**src/rtl/tmr_pkg.sv**
```systemverilog
package tmr_pkg;

  typedef enum logic [1:0] {
    REQ_HOLD = 2'b00,
    REQ_SET  = 2'b01,
    REQ_CLR  = 2'b10
  } req_t;

  // Pin decode: clear pin wins, then the control drive picks which comparator counts.
  function automatic req_t tmr_decode_fn(logic clr_n, logic ce, logic c,
                                         logic thr, logic trg_n);
    req_t r;
    if (!clr_n)        r = REQ_CLR;
    else if (!ce) begin
      if (!trg_n)      r = REQ_SET;
      else if (thr)    r = REQ_CLR;
      else             r = REQ_HOLD;
    end
    else if (!c)       r = thr ? REQ_CLR : REQ_HOLD;   // trigger ignored
    else               r = trg_n ? REQ_HOLD : REQ_SET; // threshold ignored
    return r;
  endfunction

  function automatic logic tmr_next_q(logic set_req, logic clr_req, logic q);
    logic n;
    if (clr_req)      n = 1'b0;
    else if (set_req) n = 1'b1;
    else              n = q;
    return n;
  endfunction

endpackage

```
**src/rtl/tmr_decode.sv**
```systemverilog
module tmr_decode
  import tmr_pkg::*;
(
  input  logic clr_n,
  input  logic ctl_en,
  input  logic ctl,
  input  logic thr,
  input  logic trg_n,
  output logic set_req,
  output logic clr_req
);
  req_t req;

  always_comb begin
    req     = tmr_decode_fn(clr_n, ctl_en, ctl, thr, trg_n);
    set_req = (req == REQ_SET);
    clr_req = (req == REQ_CLR);
  end
endmodule

```
**src/rtl/tmr_srreg.sv**
```systemverilog
module tmr_srreg
  import tmr_pkg::*;
(
  input  logic clk,
  input  logic rst_n,
  input  logic set_req,
  input  logic clr_req,
  output logic q
);
  always_ff @(posedge clk or negedge rst_n) begin
    if (!rst_n) q <= 1'b0;
    else        q <= tmr_next_q(set_req, clr_req, q);
  end
endmodule

```
**src/rtl/tmr_dlatch.sv**
```systemverilog
module tmr_dlatch #(
  parameter bit OPEN_HIGH = 1'b1
) (
  input  logic clk,
  input  logic rst_n,
  input  logic clr_n,
  input  logic en,
  input  logic d,
  output logic q
);
  logic thr_w, trg_n_w, set_w, clr_w;

  // The trigger enable is derived from the threshold enable so both come from one signal.
  generate
    if (OPEN_HIGH) begin : g_pos
      assign thr_w = en;
    end else begin : g_neg
      assign thr_w = ~en;
    end
  endgenerate
  assign trg_n_w = ~thr_w;

  tmr_decode dec_i (
    .clr_n  (clr_n),
    .ctl_en (1'b1),
    .ctl    (d),
    .thr    (thr_w),
    .trg_n  (trg_n_w),
    .set_req(set_w),
    .clr_req(clr_w)
  );

  tmr_srreg reg_i (
    .clk    (clk),
    .rst_n  (rst_n),
    .set_req(set_w),
    .clr_req(clr_w),
    .q      (q)
  );
endmodule

```
**src/rtl/tmr_dff_bank.sv**
```systemverilog
module tmr_dff_bank #(
  parameter int W = 4
) (
  input  logic         clk,
  input  logic         rst_n,
  input  logic         clr_n,
  input  logic         edge_in,
  input  logic [W-1:0] d,
  output logic [W-1:0] q
);
  logic [W-1:0] mid_q;

  generate
    for (genvar i = 0; i < W; i++) begin : g_bit
      // Front stage open while edge_in is low, back stage open while it is high.
      tmr_dlatch #(.OPEN_HIGH(1'b0)) front_i (
        .clk(clk), .rst_n(rst_n), .clr_n(clr_n),
        .en(edge_in), .d(d[i]), .q(mid_q[i])
      );
      tmr_dlatch #(.OPEN_HIGH(1'b1)) back_i (
        .clk(clk), .rst_n(rst_n), .clr_n(clr_n),
        .en(edge_in), .d(mid_q[i]), .q(q[i])
      );
    end
  endgenerate
endmodule

```
**config.mk**
```make
export PLATFORM = sky130hd
export DESIGN_NAME = tmr_dff_bank
export DESIGN_NICKNAME = d
export VERILOG_FILES = /design/src/rtl/tmr_pkg.sv /design/src/rtl/tmr_decode.sv /design/src/rtl/tmr_srreg.sv /design/src/rtl/tmr_dlatch.sv /design/src/rtl/tmr_dff_bank.sv
export SDC_FILE = /design/constraint.sdc
export NUM_CORES = 1
export LEC_CHECK = 0
export BUFFER_PORTS_ARGS = -buffer_cell sky130_fd_sc_hd__buf_2
export CAP_MARGIN = 20
export CORE_AREA = 2 2 39 41
export DETAILED_ROUTE_END_ITERATION = 10
export DIE_AREA = 0 0 41 43
export HOLD_SLACK_MARGIN = 0.03
export SLEW_MARGIN = 15
export SYNTH_ARGS = -nofsm -noshare
export SYNTH_HDL_FRONTEND = slang
export SYNTH_SLANG_ARGS = --single-unit
```
**constraint.sdc**
```tcl
create_clock -name clk -period 0.8 [get_ports clk]
set_clock_uncertainty 0.15 [all_clocks]
set_input_delay 0.04 -clock clk [delete_from_list [all_inputs] [get_ports clk]]
set_output_delay 0.04 -clock clk [all_outputs]
set_load 0.005 [all_outputs]
```
==> flow_summary.toml, run 1 <==
[placed_design]
routabilityCongestion = 0.6798
placed_cells_incl_taps = 62
numPortBuffers = 11
placedInstanceArea_um2 = 459.2

[power_and_ir_drop]
pwrdens_nw_per_um2 = 1689
power_frac_seq_pct = 50.3
internal_power_w = 0.0006879
power.static_leakage_nw = 0.2559
total_power_w = 0.0008982
power.switching_fraction_pct = 23.42
clockPowerShare_pct = 33.1
power.switching_w = 0.0002103
ir_drop_uv = 611.9
pwr-share-comb_pct = 16.6

[outcome]
status = "finished, violations left"
failed_checks = "hold timing, setup timing"

[critical_path]
timing.critical_path.from_type = "flop"
biggest_fanout_along_the_worst_timing_path = 2
crit_family = "flip-flops"
worstReg2RegStart = "g_bit[0].back_i.reg_i.q$_DFFE_PN0P_"
critPathArrivalTime_ns = 0.75
max_stage_delay_ns = 0.38
crit_type = "flop to output pin"
cp.required_ns = 0.61
worst_setup_path_end_kind = "output pin"
worstPathCellList = "buf_2"
worst_reg2reg_setup_slack_ns = -0.06
reg2regPathDepth = 3
r2r_end = "g_bit[0].back_i.reg_i.q$_DFFE_PN0P_"
timing.critical_path.buf_inv = 1
worst_path_max_delay_cell = "sky130_fd_sc_hd__dfrtp_1"

[global_route]
initial_antenna_violation_count = 0
first_pass_grt_wire_length_um = 1097
overflow_left_after_global_routing = 0
vias_in_the_first_global_route = 272
grt.total_usage_pct = 10.11
largest_net_degree_at_the_start_of_global_routing = 9

[routing]
drt_wl_total_um = 700
route.detailed.drc = 0
violation_count_after_the_first_detailed_routing_iteration = 4
drtPass1Iterations = 3
route.detailed.vias_per_inst = 4.373
route.detailed.wl_per_inst_um = 10.45
num_vias = 293
drtAntennaViolNets = 0

[clocking]
clkSlewWorstSetupHoldPaths_ns = 0.05
max-clock-path-buffers = 2
worst_skew_pair.late_latency_ns = 0.24
cts_max_level = 1
cts_sinks = 8
cts_tree = "built"
cts-root-buf = "sky130_fd_sc_hd__clkbuf_4"
cts_inserted_buffers = 3
cts_hold_buf = 1

[floorplanning]
io_pins = 12
rows = 14
fp.coreArea_um2 = 1384
floorplan.initialDensity_pct = 29.11
dieWidth_um = 41
die_y_um = 43
die-area_um2 = 1763

[sta]
final_max_slew_viol_count = 0
setup_slack_ns = -0.1383
worst_pin_slew_ns = 0.2369
min_period_over_period_pct = 117.3
finalCriticalPeriod_ns = 0.9383
max_freq_mhz = 1066
setup_repair_after_global_routing_missed_its_margin = "true"
hold_viol_final = 2
timing.max_slew.rel_slack_pct = 84.10
fin_tns_setup_ns = -0.6570
fin_worst_hold_slack_ns = -0.09593
setup-violations-final = 7

[logic_synthesis]
asyncSetResetFlopFracSynth_pct = 100.0
post-synth-top-area-cell = "sky130_fd_sc_hd__dfrtp_1"
synthesis.nets = 48
ys_seq_area_share_pct = 49.69
synth_top_area_share_pct = 49.69
synth.cell_area_um2 = 402.9
syn_area_per_cell_um2 = 10.60
synth_cells = 38
cell_with_the_most_instances_after_synthesis = "sky130_fd_sc_hd__dfrtp_1"
ys_seq_elements = 8
most_common_flop_cell_mapped_by_yosys = "sky130_fd_sc_hd__dfrtp_1"
post_synth_most_frequent_cells = "sky130_fd_sc_hd__dfrtp_1 (8), sky130_fd_sc_hd__nand2_1 (6)"
yosys_warnings = 0
netlist-cell-type-count = 10
synth_edf_count = 0
ys_top_cells_by_area = "sky130_fd_sc_hd__dfrtp_1 (50%), sky130_fd_sc_hd__a21boi_1 (7.5%), sky130_fd_sc_hd__buf_4 (7.5%)"

[cells_and_area]
antenna-diode-count = 0
nNetsFinal = 63
final_design_area_no_fill_um2 = 531.8
syn2layout_area_growth_pct = 31.99
drive_gt1_share_pct = 43.14
fin_cells = 67

[flow_run]
max_capacitance_violation_total = 0

[worst_hold_path]
whs_endpoint = "g_bit[0].front_i.reg_i.q$_DFFE_PN0P_"
min_path_cells = 3
hp-start = "d[0]"
hp-class = "input pin to flop"
==> layout make-up <==
| type | instances | area [um2] |
|---|---|---|
| Clock buffer | 3 | 22.52 |
| Timing Repair Buffer | 15 | 87.58 |
| Fill cell | 131 | 852.1 |
| Tap cell | 16 | 20.02 |
| Multi-Input combinational cell | 25 | 201.4 |
| Sequential cell | 8 | 200.2 |
==> cells by family after synthesis <==
kind of cell | after synthesis | synth area share [%]
multiplexers | 2 | 4.969
AND/OR/NAND/NOR | 13 | 16.46
flip-flops | 8 | 49.69
adder cells (fa/ha/maj) | 2 | 6.210
buffers and inverters | 5 | 10.25
AO/OA/AOI/OAI | 8 | 12.42
==> power by group through the flow <==
stage	Combinational [W]	Sequential [W]	Clock [W]
after floorplan	0.0000896	0.000455	0
after detailed placement	0.000126	0.000459	0
final	0.000149	0.000452	0.000297
after global routing	0.000174	0.000455	0.000339
after global placement	0.000125	0.000458	0
after CTS	0.000133	0.000452	0.000312
==> routing by layer <==
metal	global-route usage (%)	vias to the layer above	part of all wire [%]
met5	0	-	0
met3	3.141	2	8.6
li1	-	151	-
met4	12.00	0	2.4
met1	12.17	131	45
met2	12.19	9	44
==> through the flow <==
step                util, %  setup slack, ns
floorplan                 -          -0.1429
global placement      33.18          -0.2171
detailed placement    33.18          -0.2227
CTS                   36.08          -0.1502
global route          38.43          -0.1747
finish                38.43          -0.1383
==> repair_timing <==
action	4_1_cts	5_1_grt
cloned	0	0
gates resized for setup	0	6
endpoints found under the hold margin	12	2
pin swaps	1	1
setup endpoints to repair	6	10
setup buffers	1	0
==> state kept, by name, summed over array words and instances, names as in the netlist <==
| name | flops |
|---|---|
| g_bit.front_i.reg_i.q | 4 |
| g_bit.back_i.reg_i.q | 4 |
==> cell usage in the layout, fill, tap and decap left out <==
master	Yosys	layout
sky130_fd_sc_hd__buf_2	0	11
sky130_fd_sc_hd__dfrtp_1	8	8
sky130_fd_sc_hd__nand2_1	6	6
sky130_fd_sc_hd__nand2b_1	4	4
sky130_fd_sc_hd__o21ai_1	0	3
sky130_fd_sc_hd__a21boi_1	4	3
sky130_fd_sc_hd__clkbuf_4	0	3
sky130_fd_sc_hd__buf_4	4	3
sky130_fd_sc_hd__mux2i_1	2	2
sky130_fd_sc_hd__nor2b_1	3	2
sky130_fd_sc_hd__ha_4	0	2
sky130_fd_sc_hd__o21ai_2	0	1
sky130_fd_sc_hd__nor2b_4	0	1
sky130_fd_sc_hd__a21boi_2	0	1
sky130_fd_sc_hd__dlygate4sd3_1	0	1
==> how the worst max path moves through the flow <==
stage,start,to,slack [ns],cells past startpoint
final,g_bit[3].back_i.reg_i.q$_DFFE_PN0P_,q[3],-0.14,1
after global routing,g_bit[3].back_i.reg_i.q$_DFFE_PN0P_,q[3],-0.17,1
after CTS,g_bit[3].back_i.reg_i.q$_DFFE_PN0P_,q[3],-0.15,1
after detailed placement,clr_n,g_bit[3].front_i.reg_i.q$_DFFE_PN0P_,-0.22,6
after global placement,edge_in,g_bit[3].front_i.reg_i.q$_DFFE_PN0P_,-0.22,5
after floorplan,edge_in,g_bit[2].front_i.reg_i.q$_DFFE_PN0P_,-0.14,6
No activity file was read; power rests on OpenSTA's default activity.
==> inputs of run 2 (changes only) <==
--- a/config.mk
+++ b/config.mk
@@ -10,6 +10,7 @@
 export CORE_AREA = 2 2 39 41
 export DETAILED_ROUTE_END_ITERATION = 10
 export DIE_AREA = 0 0 41 43
+export GPL_ROUTABILITY_DRIVEN = 1
 export HOLD_SLACK_MARGIN = 0.03
 export SLEW_MARGIN = 15
 export SYNTH_ARGS = -nofsm -noshare
==> constraint.sdc (replaced) <==
create_clock -name clk -period 0.8 [get_ports clk]
set_clock_uncertainty 0.15 [all_clocks]
set_input_delay 0.04 -clock clk [delete_from_list [all_inputs] [get_ports clk]]
set_output_delay 0.04 -clock clk [all_outputs]
set_load 0.01 [all_outputs]
==> flow_summary.toml, run 2 (synthesized netlist as in run 1, its figures left out) <==
[cells_and_area]
fin_cells = 68
most-common-layout-cells = "sky130_fd_sc_hd__buf_2 (11), sky130_fd_sc_hd__dfrtp_1 (8), sky130_fd_sc_hd__nand2_1 (6)"
drive_gt1_share_pct = 44.23
ff_latch_area_um2 = 200.2
reg.largest.list = "g_bit.back_i.reg_i.q x4, g_bit.front_i.reg_i.q x4"
finish.utilization_pct = 38.97
multi_input_area_um2 = 201.4
syn2layout_area_growth_pct = 33.85
fillers = 130
antenna-diode-count = 0
nNetsFinal = 64
layout_commonest_cell = "sky130_fd_sc_hd__buf_2"

[worst_hold_path]
hp-class = "input pin to flop"

[routing]
route.detailed.drc = 0
route.detailed.wl_per_inst_um = 10.43
violation_count_after_the_first_detailed_routing_iteration = 4
drtAntennaViolNets = 0
drtPass1Iterations = 3
drt_wl_total_um = 709
route.detailed.vias_per_inst = 4.382
num_vias = 298

[sta]
setup_repair_after_global_routing_missed_its_margin = "true"
setup-violations-final = 7
min_period_over_period_pct = 117.8
worst_pin_slew_ns = 0.2369
timing.max_slew.rel_slack_pct = 84.10
setup_slack_ns = -0.1426
final_max_slew_viol_count = 0
fin_tns_setup_ns = -0.7958
finalCriticalPeriod_ns = 0.9426
max_freq_mhz = 1061
hold_viol_final = 2
fin_worst_hold_slack_ns = -0.09598

[clocking]
cts_inserted_buffers = 3
cts-root-buf = "sky130_fd_sc_hd__clkbuf_4"
clkSlewWorstSetupHoldPaths_ns = 0.05
cts_tree = "built"
max-clock-path-buffers = 2
cts_sinks = 8
cts_hold_buf = 1
cts_max_level = 1
worst_skew_pair.late_latency_ns = 0.24

[floorplanning]
die-area_um2 = 1763
die_y_um = 43
io_pins = 12
fp.coreArea_um2 = 1384
floorplan.initialDensity_pct = 29.11
dieWidth_um = 41
rows = 14

[critical_path]
timing.critical_path.from_type = "flop"
worst_setup_path_end_kind = "output pin"
max_stage_delay_ns = 0.37
biggest_fanout_along_the_worst_timing_path = 2
critPathArrivalTime_ns = 0.75
crit_type = "flop to output pin"
timing.critical_path.buf_inv = 1
worst_path_max_delay_cell = "sky130_fd_sc_hd__dfrtp_1"
cp.required_ns = 0.61
worstPathCellList = "buf_2"
crit_family = "flip-flops"

[placed_design]
placed_cells_incl_taps = 62
numPortBuffers = 11
routabilityCongestion = 0.6798

[power_and_ir_drop]
ir_drop_uv = 617.2
pwrdens_nw_per_um2 = 1685
power.static_leakage_nw = 0.2611

[flow_run]
max_capacitance_violation_total = 0

[global_route]
initial_antenna_violation_count = 0
first_pass_grt_wire_length_um = 1124
groute.layer.met1.usage_pct = 12.17
overflow_left_after_global_routing = 0
met3_routing_resource_usage_after_global_routing_pct = 3.141
vias_in_the_first_global_route = 280
grt.busiest_layer = "met2"
grt.total_usage_pct = 10.31
met2_usage_pct = 12.81
largest_net_degree_at_the_start_of_global_routing = 9

[outcome]
failed_checks = "hold timing, setup timing"
status = "finished, violations left"
==> run 2: cell count changes in the layout (fill, tap and decap cells not counted) <==
cell | previous run | this run
sky130_fd_sc_hd__buf_4 | 3 | 4
==> run 2: final cells by class <==
class / instances / share of cell area (%)
clock buffer: 3 / 4.176
tap: 16 / 3.712
multi-input combinational: 25 / 37.35
timing repair buffer: 16 / 17.63
sequential: 8 / 37.12
==> run 2: where the power goes <==
part / total [W] / switching [W] / internal, W / leakage (nW)
clock: 0.000297 / 0.000126 / 0.000171 / 0.0138
sequential: 0.000451 / 0.0000140 / 0.000437 / 0.106
combinational: 0.000160 / 0.0000755 / 0.0000850 / 0.142
==> run 2: final timing paths <==
path	to	slack, ns	start	cells after the start
worst min-delay path	g_bit[0].front_i.reg_i.q$_DFFE_PN0P_	-0.1	d[0]	3
max in group asynchronous	g_bit[3].front_i.reg_i.q$_DFFE_PN0P_	0.32	rst_n	2
worst max register to register	g_bit[3].back_i.reg_i.q$_DFFE_PN0P_	-0.14	g_bit[3].back_i.reg_i.q$_DFFE_PN0P_	3
worst min register to register	g_bit[3].front_i.reg_i.q$_DFFE_PN0P_	0.35	g_bit[3].front_i.reg_i.q$_DFFE_PN0P_	2
min in group asynchronous	g_bit[0].back_i.reg_i.q$_DFFE_PN0P_	0.01	rst_n	2
worst max-delay path	q[1]	-0.14	g_bit[1].back_i.reg_i.q$_DFFE_PN0P_	1
==> run 2: what timing repair did <==
action,4_1_cts,5_1_grt
gates resized for setup,0,6
endpoints found under the setup margin,6,10
hold endpoints to repair,12,2
setup buffers,2,0
pin swaps,1,1
==> run 2: stage by stage <==
step | total power, W | area [um2] | hold WS (ns) | worst slack [ns]
after floorplan | 0.0005493 | 414.1 | -0.4056 | -0.1429
after global placement | 0.0005871 | 459.2 | -0.2590 | -0.2171
after detailed placement | 0.0005893 | 459.2 | -0.2564 | -0.2227
after CTS | 0.0009068 | 506.7 | -0.1138 | -0.1571
after global routing | 0.0009799 | 539.3 | -0.08396 | -0.1818
final | 0.0009085 | 539.3 | -0.09598 | -0.1426
==> run 2: layer usage <==
| metal | part of all wire (%) | wire length [um] |
|---|---|---|
| met1 | 45 | 320 |
| met2 | 45 | 316 |
| met3 | 7.6 | 54 |
| met4 | 2.4 | 17 |
| met5 | 0 | 0 |
==> inputs of run 3 (changes only) <==
==> constraint.sdc (replaced) <==
create_clock -name clk -period 1 [get_ports clk]
set_clock_uncertainty 0.15 [all_clocks]
set_input_delay 0.05 -clock clk [delete_from_list [all_inputs] [get_ports clk]]
set_output_delay 0.05 -clock clk [all_outputs]
set_load 0.01 [all_outputs]
==> flow_summary.toml, run 3 (synthesized netlist as in run 1, its figures left out) <==
[routing]
drtAntennaViolNets = 0
route.detailed.vias_per_inst = 4.232
drtPass1Iterations = 3
num_vias = 292
violation_count_after_the_first_detailed_routing_iteration = 2
route.detailed.wl_per_inst_um = 10.03
drt_wl_total_um = 692
route.detailed.drc = 0

[cells_and_area]
drive_gt1_share_pct = 32.08
nNetsFinal = 65
syn2layout_area_growth_pct = 31.06
finish.utilization_pct = 38.16
reg.largest.list = "g_bit.back_i.reg_i.q x4, g_bit.front_i.reg_i.q x4"
most-common-layout-cells = "sky130_fd_sc_hd__buf_2 (10), sky130_fd_sc_hd__dfrtp_1 (8), sky130_fd_sc_hd__nand2_1 (6)"
layout_commonest_cell = "sky130_fd_sc_hd__buf_2"
antenna-diode-count = 0

[floorplanning]
dieWidth_um = 41
die_y_um = 43
fp.coreArea_um2 = 1384
die-area_um2 = 1763
io_pins = 12
rows = 14
floorplan.initialDensity_pct = 29.11

[power_and_ir_drop]
power.switching_w = 0.0001647
power_frac_seq_pct = 50.9
power.switching_fraction_pct = 23.11
internal_power_w = 0.0005480
power.static_leakage_nw = 0.2604
total_power_w = 0.0007127
ir_drop_uv = 535.2
pwrdens_nw_per_um2 = 1350
pwr-share-comb_pct = 15.8
clockPowerShare_pct = 33.3

[global_route]
initial_antenna_violation_count = 0
largest_net_degree_at_the_start_of_global_routing = 9
first_pass_grt_wire_length_um = 1117
vias_in_the_first_global_route = 281
grt.total_usage_pct = 10.28
overflow_left_after_global_routing = 0

[critical_path]
crit_family = "flip-flops"
worstPathCellList = "buf_2"
timing.critical_path.from_type = "flop"
worstReg2RegStart = "g_bit[3].front_i.reg_i.q$_DFFE_PN0P_"
reg2regPathDepth = 2
worst_reg2reg_setup_slack_ns = 0.16
biggest_fanout_along_the_worst_timing_path = 2
timing.critical_path.buf_inv = 1
worst_path_max_delay_cell = "sky130_fd_sc_hd__dfrtp_1"
r2r_end = "g_bit[3].back_i.reg_i.q$_DFFE_PN0P_"
cp.required_ns = 0.80
crit_type = "flop to output pin"
critPathArrivalTime_ns = 0.76
worst_setup_path_end_kind = "output pin"
max_stage_delay_ns = 0.37

[clocking]
max-clock-path-buffers = 2
clkSlewWorstSetupHoldPaths_ns = 0.05
cts-root-buf = "sky130_fd_sc_hd__clkbuf_4"
cts_inserted_buffers = 3
cts_max_level = 1
worst_skew_pair.late_latency_ns = 0.25
cts_sinks = 8
cts_tree = "built"
post_cts_buffers = 0

[sta]
setup_repair_after_global_routing_missed_its_margin = "true"
timing.max_slew.rel_slack_pct = 87.64
finalCriticalPeriod_ns = 0.9579
fin_worst_hold_slack_ns = 0.03129
max_freq_mhz = 1044
setup-violations-final = 0
hold_viol_final = 0
worst_pin_slew_ns = 0.1854
final_max_slew_viol_count = 0
fin_tns_setup_ns = 0
min_period_over_period_pct = 95.79

[placed_design]
routabilityCongestion = 0.5934
numPortBuffers = 11

[worst_hold_path]
hp-class = "input pin to async pin"

[flow_run]
max_capacitance_violation_total = 0

[outcome]
status = "completed"
[run 3: cell types whose count changed in the layout (fill, tap and decap cells not counted), sizes merged]
cell,delta
dlygate4sd3,+3
buf,-2
[run 3: layout make-up]
type	count	area, um2
Clock buffer	3	22.52
Fill cell	146	855.8
Multi-Input combinational cell	25	168.9
Sequential cell	8	200.2
Tap cell	16	20.02
Timing Repair Buffer	17	116.4
[run 3: worst max path at each step]
| stage | startpoint | cells after the start | endpoint |
|---|---|---|---|
| final | g_bit[3].back_i.reg_i.q$_DFFE_PN0P_ | 1 | q[3] |
| after global routing | g_bit[3].back_i.reg_i.q$_DFFE_PN0P_ | 1 | q[3] |
| after CTS | g_bit[3].back_i.reg_i.q$_DFFE_PN0P_ | 1 | q[3] |
| after detailed placement | clr_n | 6 | g_bit[2].front_i.reg_i.q$_DFFE_PN0P_ |
| after global placement | clr_n | 6 | g_bit[2].front_i.reg_i.q$_DFFE_PN0P_ |
| after floorplan | edge_in | 6 | g_bit[2].front_i.reg_i.q$_DFFE_PN0P_ |
[run 3: metrics by stage]
step                      cells  setup WS, ns  area [um2]
after floorplan              38      0.004668       410.4
after global placement       62      -0.07228       459.2
after detailed placement     62      -0.09137       459.2
after CTS                    69       0.02582       521.8
after global routing         69     -0.001511       528.0
final                        69       0.04207       528.0
[run 3: repair_timing]
action,4_1_cts,5_1_grt
endpoints found under the setup margin,0,3
hold buffers,4,0
gates resized for setup,0,1
endpoints found under the hold margin,11,0
[run 3: layer usage]
layer	vias up	share of wire, %	track usage, %
li1	154	-	-
met1	130	42	9.121
met2	6	54	16.56
met3	2	2.5	3.141
met4	0	1.7	10.00
met5	-	0	0
[run 3: power groups by stage]
stage / clock (W) / combinational, W / sequential (W)
floorplan: 0 / 0.0000714 / 0.000364
CTS: 0.000253 / 0.000114 / 0.000363
finish: 0.000238 / 0.000112 / 0.000363
global route: 0.000272 / 0.000126 / 0.000366
global placement: 0 / 0.0000993 / 0.000366
detailed placement: 0 / 0.000102 / 0.000368
